## config.mk

```make
export PLATFORM = sky130hd
export DESIGN_NAME = usb_evt_irq
export DESIGN_NICKNAME = d
export VERILOG_FILES = /design/src/rtl/usbirq_pkg.sv /design/src/rtl/usbirq_sync.sv /design/src/rtl/usbirq_sticky.sv /design/src/rtl/usb_evt_irq.sv
export SDC_FILE = /design/constraint.sdc
export NUM_CORES = 1
export LEC_CHECK = 0
export BUFFER_PORTS_ARGS = -buffer_cell sky130_fd_sc_hd__buf_2
export CORE_MARGIN = 3
export CORE_UTILIZATION = 49
export CTS_CLUSTER_SIZE = 30
export DETAILED_ROUTE_END_ITERATION = 8
export GPL_TIMING_DRIVEN = 0
export PLACE_DENSITY = 0.88
export REMOVE_ABC_BUFFERS = 1
export SYNTH_ARGS = -nofsm -noshare
export SYNTH_HDL_FRONTEND = slang
export SYNTH_SLANG_ARGS = --single-unit
```

## constraint.sdc

```tcl
create_clock -name clk_i -period 1.3 [get_ports clk_i]
set_clock_uncertainty 0.2 [all_clocks]
set_input_delay 0.13 -clock clk_i [delete_from_list [all_inputs] [get_ports clk_i]]
set_output_delay 0.13 -clock clk_i [all_outputs]
set_load 0.01 [all_outputs]
```

## src/rtl/usbirq_pkg.sv

```systemverilog
package usbirq_pkg;

   typedef enum logic [1:0] {
      SEL_FLAG_EP  = 2'd0,
      SEL_FLAG_BUS = 2'd1,
      SEL_EN_EP    = 2'd2,
      SEL_EN_BUS   = 2'd3
   } reg_sel_e;

   localparam int BUS_CFG_BIT  = 5;
   localparam int BUS_WAKE_BIT = 3;
   localparam int BUS_SUSP_BIT = 2;

   function automatic logic [63:0] low_ones(input int n);
      logic [63:0] m;
      m = '0;
      for (int k = 0; k < 64; k++) begin
         if (k < n) m[k] = 1'b1;
      end
      return m;
   endfunction

   function automatic logic [63:0] one_hot(input int n);
      logic [63:0] m;
      m = '0;
      m[n] = 1'b1;
      return m;
   endfunction

endpackage

```

## src/rtl/usbirq_sync.sv

```systemverilog
module usbirq_sync #(
   parameter int STAGES = 2
) (
   input  logic clk_i,
   input  logic rst_ni,
   input  logic async_i,
   output logic sync_o
);

   generate
      if (STAGES < 2) begin : g_bad_stages
         $error("usbirq_sync: STAGES must be at least 2");
      end
   endgenerate

   logic [STAGES-1:0] chain_q;

   always_ff @(posedge clk_i or negedge rst_ni) begin
      if (!rst_ni) chain_q <= '0;
      else         chain_q <= {chain_q[STAGES-2:0], async_i};
   end

   assign sync_o = chain_q[STAGES-1];

endmodule

```

## src/rtl/usbirq_sticky.sv

```systemverilog
module usbirq_sticky #(
   parameter int             W    = 8,
   parameter logic [W-1:0]   IMPL = '1,
   parameter logic [W-1:0]   RSTV = '0
) (
   input  logic         clk_i,
   input  logic         rst_ni,
   input  logic [W-1:0] set_i,
   input  logic         wr_i,
   input  logic [W-1:0] wdata_i,
   output logic [W-1:0] flag_o
);

   generate
      if (W < 1 || W > 64) begin : g_bad_width
         $error("usbirq_sticky: W out of range");
      end
      for (genvar i = 0; i < W; i++) begin : g_bit
         if (IMPL[i]) begin : g_flop
            logic bit_q;
            logic clr;
            assign clr = wr_i && !wdata_i[i];

            always_ff @(posedge clk_i or negedge rst_ni) begin
               if (!rst_ni)       bit_q <= RSTV[i];
               else if (set_i[i]) bit_q <= 1'b1;
               else if (clr)      bit_q <= 1'b0;
            end
            assign flag_o[i] = bit_q;

            // an event always leaves the flag set, even against a clearing write
            p_set_sticks_r8: assert property (@(posedge clk_i) disable iff (!rst_ni)
               set_i[i] |=> flag_o[i]);
            // a written 0 without an event clears the flag
            p_zero_clears_r7: assert property (@(posedge clk_i) disable iff (!rst_ni)
               (!set_i[i] && wr_i && !wdata_i[i]) |=> !flag_o[i]);
            // with no event and no clearing write the flag holds
            p_hold_r7: assert property (@(posedge clk_i) disable iff (!rst_ni)
               (!set_i[i] && !(wr_i && !wdata_i[i])) |=> $stable(flag_o[i]));
         end else begin : g_tie
            assign flag_o[i] = 1'b0;
         end
      end
   endgenerate

endmodule

```

## src/rtl/usb_evt_irq.sv

```systemverilog
module usb_evt_irq
   import usbirq_pkg::*;
#(
   parameter int N_EP        = 3,
   parameter int DW          = 8,
   parameter int SYNC_STAGES = 2
) (
   input  logic            clk_i,
   input  logic            rst_ni,
   input  logic            susp_mode_i,
   input  logic            cfg_valid_i,
   input  logic [N_EP-1:0] ep_nodata_i,
   input  logic [N_EP-1:0] ep_txack_i,
   input  logic            vbus_det_i,
   input  logic            bus_wake_i,
   input  logic            bus_susp_i,
   input  logic            reg_we_i,
   input  logic [1:0]      reg_addr_i,
   input  logic [DW-1:0]   reg_wdata_i,
   output logic [DW-1:0]   reg_rdata_o,
   output logic            irq_o
);

   localparam int           EP_FLAGS   = 2 * N_EP + 1;
   localparam int           VB_BIT     = 2 * N_EP;
   localparam logic [DW-1:0] EP_MASK   = DW'(low_ones(EP_FLAGS));
   localparam logic [DW-1:0] STICKY_BUS = DW'(one_hot(BUS_WAKE_BIT) | one_hot(BUS_SUSP_BIT));
   localparam logic [DW-1:0] BUS_MASK  = STICKY_BUS | DW'(one_hot(BUS_CFG_BIT));

   generate
      if (N_EP < 1) begin : g_bad_ep
         $error("usb_evt_irq: N_EP must be at least 1");
      end
      if (EP_FLAGS > DW) begin : g_bad_ep_width
         $error("usb_evt_irq: DW too small for the endpoint flags");
      end
      if (DW <= BUS_CFG_BIT || DW > 64) begin : g_bad_dw
         $error("usb_evt_irq: DW out of range for the bus register");
      end
   endgenerate

   // ---------------- VBUS synchronizer and edge detection ----------------
   logic vb_sync;
   logic vb_last_q;
   logic vb_chg;

   usbirq_sync #(.STAGES(SYNC_STAGES)) u_vb_sync (
      .clk_i   (clk_i),
      .rst_ni  (rst_ni),
      .async_i (vbus_det_i),
      .sync_o  (vb_sync)
   );

   always_ff @(posedge clk_i or negedge rst_ni) begin
      if (!rst_ni) vb_last_q <= 1'b0;
      else         vb_last_q <= vb_sync;
   end
   assign vb_chg = vb_sync ^ vb_last_q;

   // ---------------- Register decode ----------------
   logic wr_flag_ep, wr_flag_bus, wr_en_ep, wr_en_bus;
   assign wr_flag_ep  = reg_we_i && (reg_addr_i == SEL_FLAG_EP);
   assign wr_flag_bus = reg_we_i && (reg_addr_i == SEL_FLAG_BUS);
   assign wr_en_ep    = reg_we_i && (reg_addr_i == SEL_EN_EP);
   assign wr_en_bus   = reg_we_i && (reg_addr_i == SEL_EN_BUS);

   // ---------------- Event vectors ----------------
   logic [DW-1:0] set_ep, set_bus;
   always_comb begin
      set_ep = '0;
      for (int e = 0; e < N_EP; e++) begin
         set_ep[e]        = ep_nodata_i[e];
         set_ep[N_EP + e] = ep_txack_i[e];
      end
      set_ep[VB_BIT] = vb_chg;
      set_bus = '0;
      set_bus[BUS_WAKE_BIT] = bus_wake_i && susp_mode_i;
      set_bus[BUS_SUSP_BIT] = bus_susp_i && susp_mode_i;
   end

   // ---------------- Flag banks ----------------
   logic [DW-1:0] flag_ep, flag_bus_st;

   usbirq_sticky #(.W(DW), .IMPL(EP_MASK), .RSTV('0)) u_ep_flags (
      .clk_i   (clk_i),
      .rst_ni  (rst_ni),
      .set_i   (set_ep),
      .wr_i    (wr_flag_ep),
      .wdata_i (reg_wdata_i),
      .flag_o  (flag_ep)
   );

   usbirq_sticky #(.W(DW), .IMPL(STICKY_BUS), .RSTV('0)) u_bus_flags (
      .clk_i   (clk_i),
      .rst_ni  (rst_ni),
      .set_i   (set_bus),
      .wr_i    (wr_flag_bus),
      .wdata_i (reg_wdata_i),
      .flag_o  (flag_bus_st)
   );

   // Configuration-valid: live status level, reset value 1
   logic cfg_q;
   always_ff @(posedge clk_i or negedge rst_ni) begin
      if (!rst_ni) cfg_q <= 1'b1;
      else         cfg_q <= cfg_valid_i;
   end

   logic [DW-1:0] flag_bus;
   always_comb begin
      flag_bus = flag_bus_st;
      flag_bus[BUS_CFG_BIT] = cfg_q;
   end

   // ---------------- Enable registers ----------------
   logic [DW-1:0] en_ep_q, en_bus_q;
   always_ff @(posedge clk_i or negedge rst_ni) begin
      if (!rst_ni) begin
         en_ep_q  <= '0;
         en_bus_q <= '0;
      end else begin
         if (wr_en_ep)  en_ep_q  <= reg_wdata_i & EP_MASK;
         if (wr_en_bus) en_bus_q <= reg_wdata_i & BUS_MASK;
      end
   end

   // ---------------- Read mux and interrupt ----------------
   always_comb begin
      unique case (reg_addr_i)
         SEL_FLAG_EP:  reg_rdata_o = flag_ep;
         SEL_FLAG_BUS: reg_rdata_o = flag_bus;
         SEL_EN_EP:    reg_rdata_o = en_ep_q;
         default:      reg_rdata_o = en_bus_q;
      endcase
   end

   assign irq_o = (|(flag_ep & en_ep_q)) | (|(flag_bus & en_bus_q));

   // ---------------- Assertions ----------------
   // without suspend mode a clear wake flag stays clear
   p_wake_gated_r5: assert property (@(posedge clk_i) disable iff (!rst_ni)
      (!flag_bus[BUS_WAKE_BIT] && !susp_mode_i) |=> !flag_bus[BUS_WAKE_BIT]);
   // without suspend mode a clear suspend flag stays clear
   p_susp_gated_r6: assert property (@(posedge clk_i) disable iff (!rst_ni)
      (!flag_bus[BUS_SUSP_BIT] && !susp_mode_i) |=> !flag_bus[BUS_SUSP_BIT]);
   // configuration-valid follows its input one edge later
   p_cfg_high_r9: assert property (@(posedge clk_i) disable iff (!rst_ni)
      cfg_valid_i |=> flag_bus[BUS_CFG_BIT]);
   p_cfg_low_r9: assert property (@(posedge clk_i) disable iff (!rst_ni)
      !cfg_valid_i |=> !flag_bus[BUS_CFG_BIT]);
   // a synchronized VBUS edge raises the cable-change flag
   p_vbus_edge_r4: assert property (@(posedge clk_i) disable iff (!rst_ni)
      (vb_sync != vb_last_q) |=> flag_ep[VB_BIT]);
   // no enables, no interrupt
   p_irq_masked_r11: assert property (@(posedge clk_i) disable iff (!rst_ni)
      (en_ep_q == '0 && en_bus_q == '0) |-> !irq_o);

endmodule

```

After elaboration in Yosys (flattened, before gate mapping). Index checks and enable logic that the tools add are counted.

Output and inout bits: 9. Flip-flop bits (word level): 23. Bits of input ports: 24.

Reduce and logical (&&, ||, !) cells: 34. Mux-type cells: 19. Eq/ne operators: 3. Bitwise gates (word level): 4.

Operator list (count): $pmux W7 S3 (1); $mux W1 (18); $reduce_bool A2 Y1 (9); $reduce_or A8 Y1 (2); $logic_and A1 B1 Y1 (15); $and A7 B7 Y7 (1); $logic_not A1 Y1 (7); $and A6 B6 Y6 (1); $eq A2 B2 Y1 const B (2); $eq A2 B1 Y1 const B (1); $logic_not A2 Y1 (1); $or A1 B1 Y1 (1); $xor A1 B1 Y1 (1).

Longest topological paths before layout. Gate-level depths: netlist of run 1.

Depth after elaboration: 5. Depth in mapped cells: 4. Gate-level depth less buffers: 3.

Modules after synthesis. A second synthesis of run 1 with hierarchy kept.

Cell total of the unflattened synthesis: 103. Area, all modules: 1262.5 um^2.

Modules (own cells, without submodules): usb_evt_irq (cells an instance 56, times used 1, area each 735.7 um^2); usbirq_sticky (u_ep_flags) (cells an instance 30, times used 1, area each 335.3 um^2); usbirq_sticky (u_bus_flags) (cells an instance 15, times used 1, area each 141.4 um^2); usbirq_sync (cells an instance 2, times used 1, area each 50.0 um^2).

Least setup slack after synthesis of run 1. Ideal clock, no wire load.

Kind: reg2out. Start point: register en_bus_q[3]. End point: output port irq_o. Cell stages (with the launch flop): 4. Arrival: 0.950 ns. Path slack: 0.020 ns. Cell sequence: dfrtp_1 > a22o_1 > a221oi_1 > nand4_1.

Cells in the longest elaborated chain, start to end: 3.

Ends and longest elaborated chain: start: declaration (RTL line usb_evt_irq.sv:116) `logic [DW-1:0] en_ep_q, en_bus_q;`; start signal: assignment (RTL line usb_evt_irq.sv:123) `if (wr_en_bus) en_bus_q <= reg_wdata_i & BUS_MASK;`; $and A6 B6 Y6 (RTL line usb_evt_irq.sv:137) `assign irq_o = (|(flag_ep & en_ep_q)) | (|(flag_bus & en_bus_q));`; $reduce_or A8 Y1 (RTL line usb_evt_irq.sv:137); $or A1 B1 Y1 (RTL line usb_evt_irq.sv:137); end: declaration (RTL line usb_evt_irq.sv:21) `output logic irq_o`.

Every way passes these cells.

Final worst setup path of run 1.
Start point: register en_bus_q[3]. End point: output port reg_rdata_o[3].

Cells in the longest elaborated chain, start to end: 1.

Ends and longest elaborated chain: $pmux W7 S3 (RTL line usb_evt_irq.sv:129) `unique case (reg_addr_i)`; end: declaration (RTL line usb_evt_irq.sv:20) `output logic [DW-1:0] reg_rdata_o,`.

Every way passes these cells.

==> results of run 1 <==
## flip-flops by register name, summed over array words and instances, names as in the netlist
signal / cells
cfg_q: 1
en_bus_q: 3
en_ep_q: 7
u_bus_flags.g_bit.g_flop.bit_q: 2
u_ep_flags.g_bit.g_flop.bit_q: 7
u_vb_sync.chain_q: 2
vb_last_q: 1
## timing repair
| action | CTS | global route |
|---|---|---|
| gates resized for setup | 1 | 3 |
| buffers inserted | 6 | 3 |
| hold buffers | 19 | 0 |
| endpoints found under the hold margin | 44 | 0 |
| endpoints found under the setup margin | 8 | 8 |
| pin swaps | 2 | 1 |
## final cells by class
cell class,count,area (um2),area share [%]
Multi-Input combinational cell,53,472,30.8
Timing Repair Buffer,58,424,27.7
Sequential cell,23,577,37.6
Clock buffer,4,26.3,1.71
Tap cell,27,33.8,2.20
## how the worst max path moves through the flow
stage | from | endpoint | slack (ns) | depth (start not counted)
2_1_floorplan | en_bus_q[3] | irq_o | 0.02 | 3
3_3_place_gp | en_bus_q[3] | irq_o | -0.16 | 4
3_5_place_dp | en_bus_q[3] | irq_o | -0.19 | 4
4_1_cts | u_bus_flags.g_bit[3].g_flop.bit_q | irq_o | -0.47 | 4
5_1_grt | en_bus_q[3] | irq_o | -0.59 | 4
6_report | en_bus_q[3] | reg_rdata_o[3] | -0.54 | 3
## placed cells by master, fill, tap and decap left out, drive strengths merged, types with 2 or more instances in the layout
master and instances:
mux2i 4, nand2b 6, nor2 4, buf 39, a22oi 3, clkbuf 4
nand2 5, dlygate4sd3 19, dfrtp 22, mux2 10, mux4 3, o21ai 9
nand3b 2
## metrics by stage
stage	instances	TNS, ns
floorplan	76	0
global placement	133	-0.635
detailed placement	133	-0.786
CTS	162	-2.01
global route	165	-2.88
finish	165	-2.41
## worst max-delay path: cells and delay by family, from the launching register on
kind                   cells  cell delay (ns)
multiplexers               1             0.48
buffers and inverters      2             0.29
flip-flops                 1             0.43
## routing by layer
metal | vias up | share of wire (%) | GRT usage [%] | wire [um]
li1 | 407 | - | - | -
met1 | 437 | 41 | 24.2 | 1080
met4 | 0 | 1.5 | 7.66 | 39
met3 | 4 | 5.0 | 5.41 | 133
met5 | - | 0 | 0 | 0
met2 | 29 | 52 | 37.0 | 1380
## logic make-up (layout without fill, tap and decap cells)
logic type | after synthesis | count (layout) | synth area share (%)
AO/OA/AOI/OAI | 14 | 14 | 10.5
AND/OR/NAND/NOR | 20 | 20 | 11.4
flip-flops | 23 | 23 | 54.3
other | 1 | 1 | 0.353
buffers and inverters | 3 | 62 | 1.88
XOR/XNOR | 1 | 1 | 0.825
multiplexers | 17 | 17 | 20.7
## synth_stat cells, drive strengths merged
| cell type | number |
|---|---|
| dfrtp | 22 |
| mux2 | 10 |
| o21ai | 9 |
| nand2b | 6 |
| nand2 | 5 |
| mux2i | 4 |
| nor2 | 4 |
| a22oi | 3 |
| buf | 3 |
| mux4 | 3 |
| nand3b | 2 |
| a221oi | 1 |
| a22o | 1 |
| conb | 1 |
| dfstp | 1 |
| nand3 | 1 |
| nand4 | 1 |
| or3b | 1 |
| xnor2 | 1 |
## report_power, final
part	internal (mW)	total [mW]	switching, mW
combinational	0.248	0.410	0.162
sequential	0.795	0.860	0.0643
clock	0.120	0.332	0.211
total	1.16	1.60	0.437
==> flow_metrics.tcl, run 1 <==
set metrics [dict create \
    setup_violations 8 \
    holdPathStages 4 \
    ir_worst_vdd_mv 0.913 \
    arrival_ns 1.51 \
    maxCapViolCount 0 \
    numCtsBuffers 3 \
    max_freq_mhz 543 \
    drive_gt1_share_pct 47.8 \
    grt_max_degree 24 \
    grt_overflow 0 \
    synthToLayoutAreaGrowth_pct 44.3 \
    tightestPinTransition_ns 0.503 \
    final_net_count 163 \
    cts_sinks 23 \
    clockBufferDepth 2 \
    start_kind "flop" \
    crit_type "reg2out" \
    hold_slack_ns 0.0157 \
    worstPathRequired_ns 0.97 \
    ys_ff_latch 23 \
    vias 877 \
    crit_chain "buf_4 > mux4_2 > buf_6" \
    die_h_um 52.6 \
    hold_violations 0 \
    die-width_um 52.6 \
    fin_crit_sh_pct 142 \
    coreArea_mm2 0.00200 \
    start_util_pct 53.1 \
    timing.final.ws_setup_ns -0.540 \
    p_leak_nw 0.686 \
    hold_end "u_bus_flags.g_bit[2].g_flop.bit_q" \
    nFillCells 129 \
    insertion_delay_ns 0.31 \
    place_area_mm2 0.00123 \
    rows 16 \
    drc 0 \
    hp-start "reg_we_i" \
    slowest_stage "mux4_2" \
    wl_per_cell_um 16.0 \
    hpwl_um 1530 \
    first_pass_iters 4 \
    synth_top_area_cell "dfrtp_1" \
    cts_tree "yes" \
    rsz0062_at_grt "true" \
    synthCells 79 \
    yosys_warnings 0 \
    grt_antenna_before_repair 0 \
    seq_area_frac_synth_pct 54.3 \
    synth.distinct_cells 22 \
    violations "negative setup slack" \
    worst_r2r_endpoint "en_ep_q[3]" \
    avgSynthCellArea_um2 13.4 \
    drt_iter0_markers 10 \
    dieArea_mm2 0.00276 \
    drv_slew 0 \
    grt_pass1_wl_um 4080 \
    io_pins 33 \
    powerDensity_mw_per_mm2 1040 \
    grt_pass1_vias 876 \
    postLayoutCoreUtil_pct 76.6 \
    vias_per_cell 5.32 \
    finalPower_mw 1.60 \
    reg2regPathDepth 2 \
    synth_area_leaders "dfrtp_1 52%, mux2_2 11%, mux4_2 6.4%" \
    cts_max_level 1 \
    critPathMaxFanout 3 \
    grt_usage_pct 21.0 \
    dp_slack_ns -0.186 \
    clk_pin_slew_ns 0.12 \
    design_area_mm2 0.00153 \
    hp-class "in2reg" \
    r2r_slack_ns 0.16 \
    end_kind "primary output" \
    routabilityCongestion 0.720 \
    ant_nets 0 \
    n_antenna_cell 0 \
    r2r-start "en_ep_q[3]" \
    synth_area_mm2 0.00106 \
    fin_crit_ns 1.84 \
    io_buffers 30 \
    cts-root-buf "clkbuf_4" \
    synth_top_area_share_pct 51.8 \
    status "finished, violations left" \
    crit_path_max_incr_delay_ns 0.48 \
    routed_wl_um 2640 \
    relSlewSlack_pct 66.5 \
]
No activity file was read; power rests on OpenSTA's default activity.
==> run 2, diff against run 1 <==
--- a/config.mk
+++ b/config.mk
@@ -6,6 +6,7 @@
 export NUM_CORES = 1
 export LEC_CHECK = 0
 export BUFFER_PORTS_ARGS = -buffer_cell sky130_fd_sc_hd__buf_2
+export CORE_ASPECT_RATIO = 1.5
 export CORE_MARGIN = 3
 export CORE_UTILIZATION = 49
 export CTS_CLUSTER_SIZE = 30
==> constraint.sdc (replaced) <==
create_clock -name clk_i -period 1.7 [get_ports clk_i]
set_clock_uncertainty 0.2 [all_clocks]
set_input_delay 0.17 -clock clk_i [delete_from_list [all_inputs] [get_ports clk_i]]
set_output_delay 0.17 -clock clk_i [all_outputs]
set_load 0.01 [all_outputs]
==> flow_metrics.tcl, run 2 (synthesis results as in run 1) <==
set metrics [dict create \
    io_pins 33 \
    drt_iter0_markers 13 \
    crit_family "compound AO/OA/AOI/OAI gates" \
    start_util_pct 51.8 \
    status "finished, violations left" \
    critical_path_depth 4 \
    setup_violations 4 \
    max_freq_mhz 546 \
    crit_chain "a22o_1 > a221oi_2 > nand4_1 > buf_2" \
    cts_sinks 23 \
    vias 875 \
    relSlewSlack_pct 66.5 \
    clockBufferDepth 2 \
    r2r-start "u_ep_flags.g_bit[5].g_flop.bit_q" \
    hold_slack_ns 0.117 \
    tightestPinTransition_ns 0.502 \
    timing.critical_path.buf_inv 1 \
    dpl.cell_count 128 \
    rows 20 \
    die_h_um 63.0 \
    dieArea_mm2 0.00277 \
    insertion_delay_ns 0.30 \
    final_cell_mix "29 x buf_2, 26 x dlygate4sd3_1, 22 x dfrtp_1" \
    routed_wl_um 2480 \
    io_buffers 30 \
    cts_tree "yes" \
    drv_slew 0 \
    endpoint "irq_o" \
    grt_max_degree 24 \
    drc 0 \
    grt_pass1_wl_um 4310 \
    worst_r2r_endpoint "u_ep_flags.g_bit[5].g_flop.bit_q" \
    crit_path_max_incr_delay_ns 0.41 \
    wl_per_cell_um 15.2 \
    setup.worst_path.start "u_bus_flags.g_bit[3].g_flop.bit_q" \
    n_antenna_cell 0 \
    timing.final.ws_setup_ns -0.130 \
    rsz0062_at_grt "true" \
    fin_crit_sh_pct 108 \
    die-width_um 44.0 \
    crit_type "reg2out" \
    powerDensity_mw_per_mm2 771 \
    final_net_count 166 \
    violations "negative setup slack" \
    hp-class "in2reg" \
    r2r_slack_ns 0.19 \
    coreArea_mm2 0.00205 \
    first_pass_iters 4 \
    critPathMaxFanout 2 \
    slowest_stage "dfrtp_1" \
    ir_worst_vdd_mv 0.639 \
    timing.setup.tns_ns -0.268 \
    reg2regPathDepth 4 \
    p_leak_nw 0.678 \
    nFillCells 130 \
    grt_antenna_before_repair 0 \
    maxCapViolCount 0 \
    ant_nets 0 \
    start_kind "flop" \
    numCtsBuffers 3 \
    clk_pin_slew_ns 0.12 \
    fin_crit_ns 1.83 \
    grt_overflow 0 \
    worstPathRequired_ns 1.33 \
    arrival_ns 1.46 \
    grt_usage_pct 21.0 \
    cts-root-buf "clkbuf_4" \
    hold_violations 0 \
    largestRegisters "en_ep_q: 7 flops, u_ep_flags.g_bit.g_flop.bit_q: 7 flops, en_bus_q: 3 flops" \
    end_kind "primary output" \
    postLayoutCoreUtil_pct 75.9 \
    routabilityCongestion 0.810 \
    synthToLayoutAreaGrowth_pct 46.6 \
    cts_max_level 1 \
    final_cells 163 \
    final_common_cell "buf_2" \
    finalPower_mw 1.20 \
    vias_per_cell 5.37 \
    grt_pass1_vias 931 \
    drive_gt1_share_pct 44.7 \
]
[run 2: worst min-delay path by stage]
stage,from,end,slack (ns),depth (start not counted)
after floorplan,rst_ni,en_bus_q[2],-0.33,0
after global placement,rst_ni,u_vb_sync.chain_q[0],-0.05,1
after detailed placement,rst_ni,vb_last_q,-0.04,1
after CTS,reg_we_i,u_bus_flags.g_bit[2].g_flop.bit_q,0.10,4
after global routing,reg_we_i,u_bus_flags.g_bit[2].g_flop.bit_q,0.11,4
final,reg_we_i,u_bus_flags.g_bit[2].g_flop.bit_q,0.12,4
[run 2: layout make-up]
type	instances	area [um2]	area share [%]
clock buffer	3	22.5	1.45
clock inverter	1	5.00	0.321
multi-input combinational	53	472	30.3
sequential	23	577	37.0
tap	22	27.5	1.77
timing repair buffer	61	454	29.2
[run 2: per-layer routing]
layer / vias up / routed length (um) / global-route usage [%]
met1: 440 / 1020 / 25.0
met3: 2 / 86 / 3.75
met4: 0 / 29 / 10.2
met5: - / 0 / 0
met2: 21 / 1350 / 34.9
li1: 412 / - / -
[run 2: through the flow]
| stage | worst slack (ns) | area (um2) |
|---|---|---|
| after floorplan | 0.380 | 1040 |
| after CTS | -0.135 | 1540 |
| after global routing | -0.184 | 1560 |
| final | -0.130 | 1560 |
| after global placement | 0.196 | 1220 |
| after detailed placement | 0.134 | 1220 |
[run 2: worst min-delay path, cell delays in order]
cell	delay [ns]
buf_2	0.13
nand3b_1	0.12
o21ai_0	0.10
nand2_1	0.07
[run 2: report_power, final]
| part | internal [mW] | leakage (nW) | switching [mW] |
|---|---|---|---|
| clock | 0.0878 | 0.0177 | 0.152 |
| sequential | 0.608 | 0.247 | 0.0499 |
| combinational | 0.184 | 0.413 | 0.118 |
[run 2: repair_timing]
| item | CTS | global route |
|---|---|---|
| hold endpoints to repair | 44 | 0 |
| cloned | 0 | 0 |
| endpoints found under the setup margin | 4 | 4 |
| pin swaps | 2 | 1 |
| resized for setup | 1 | 1 |
| buffers inserted | 3 | 2 |
| hold buffers | 26 | 0 |
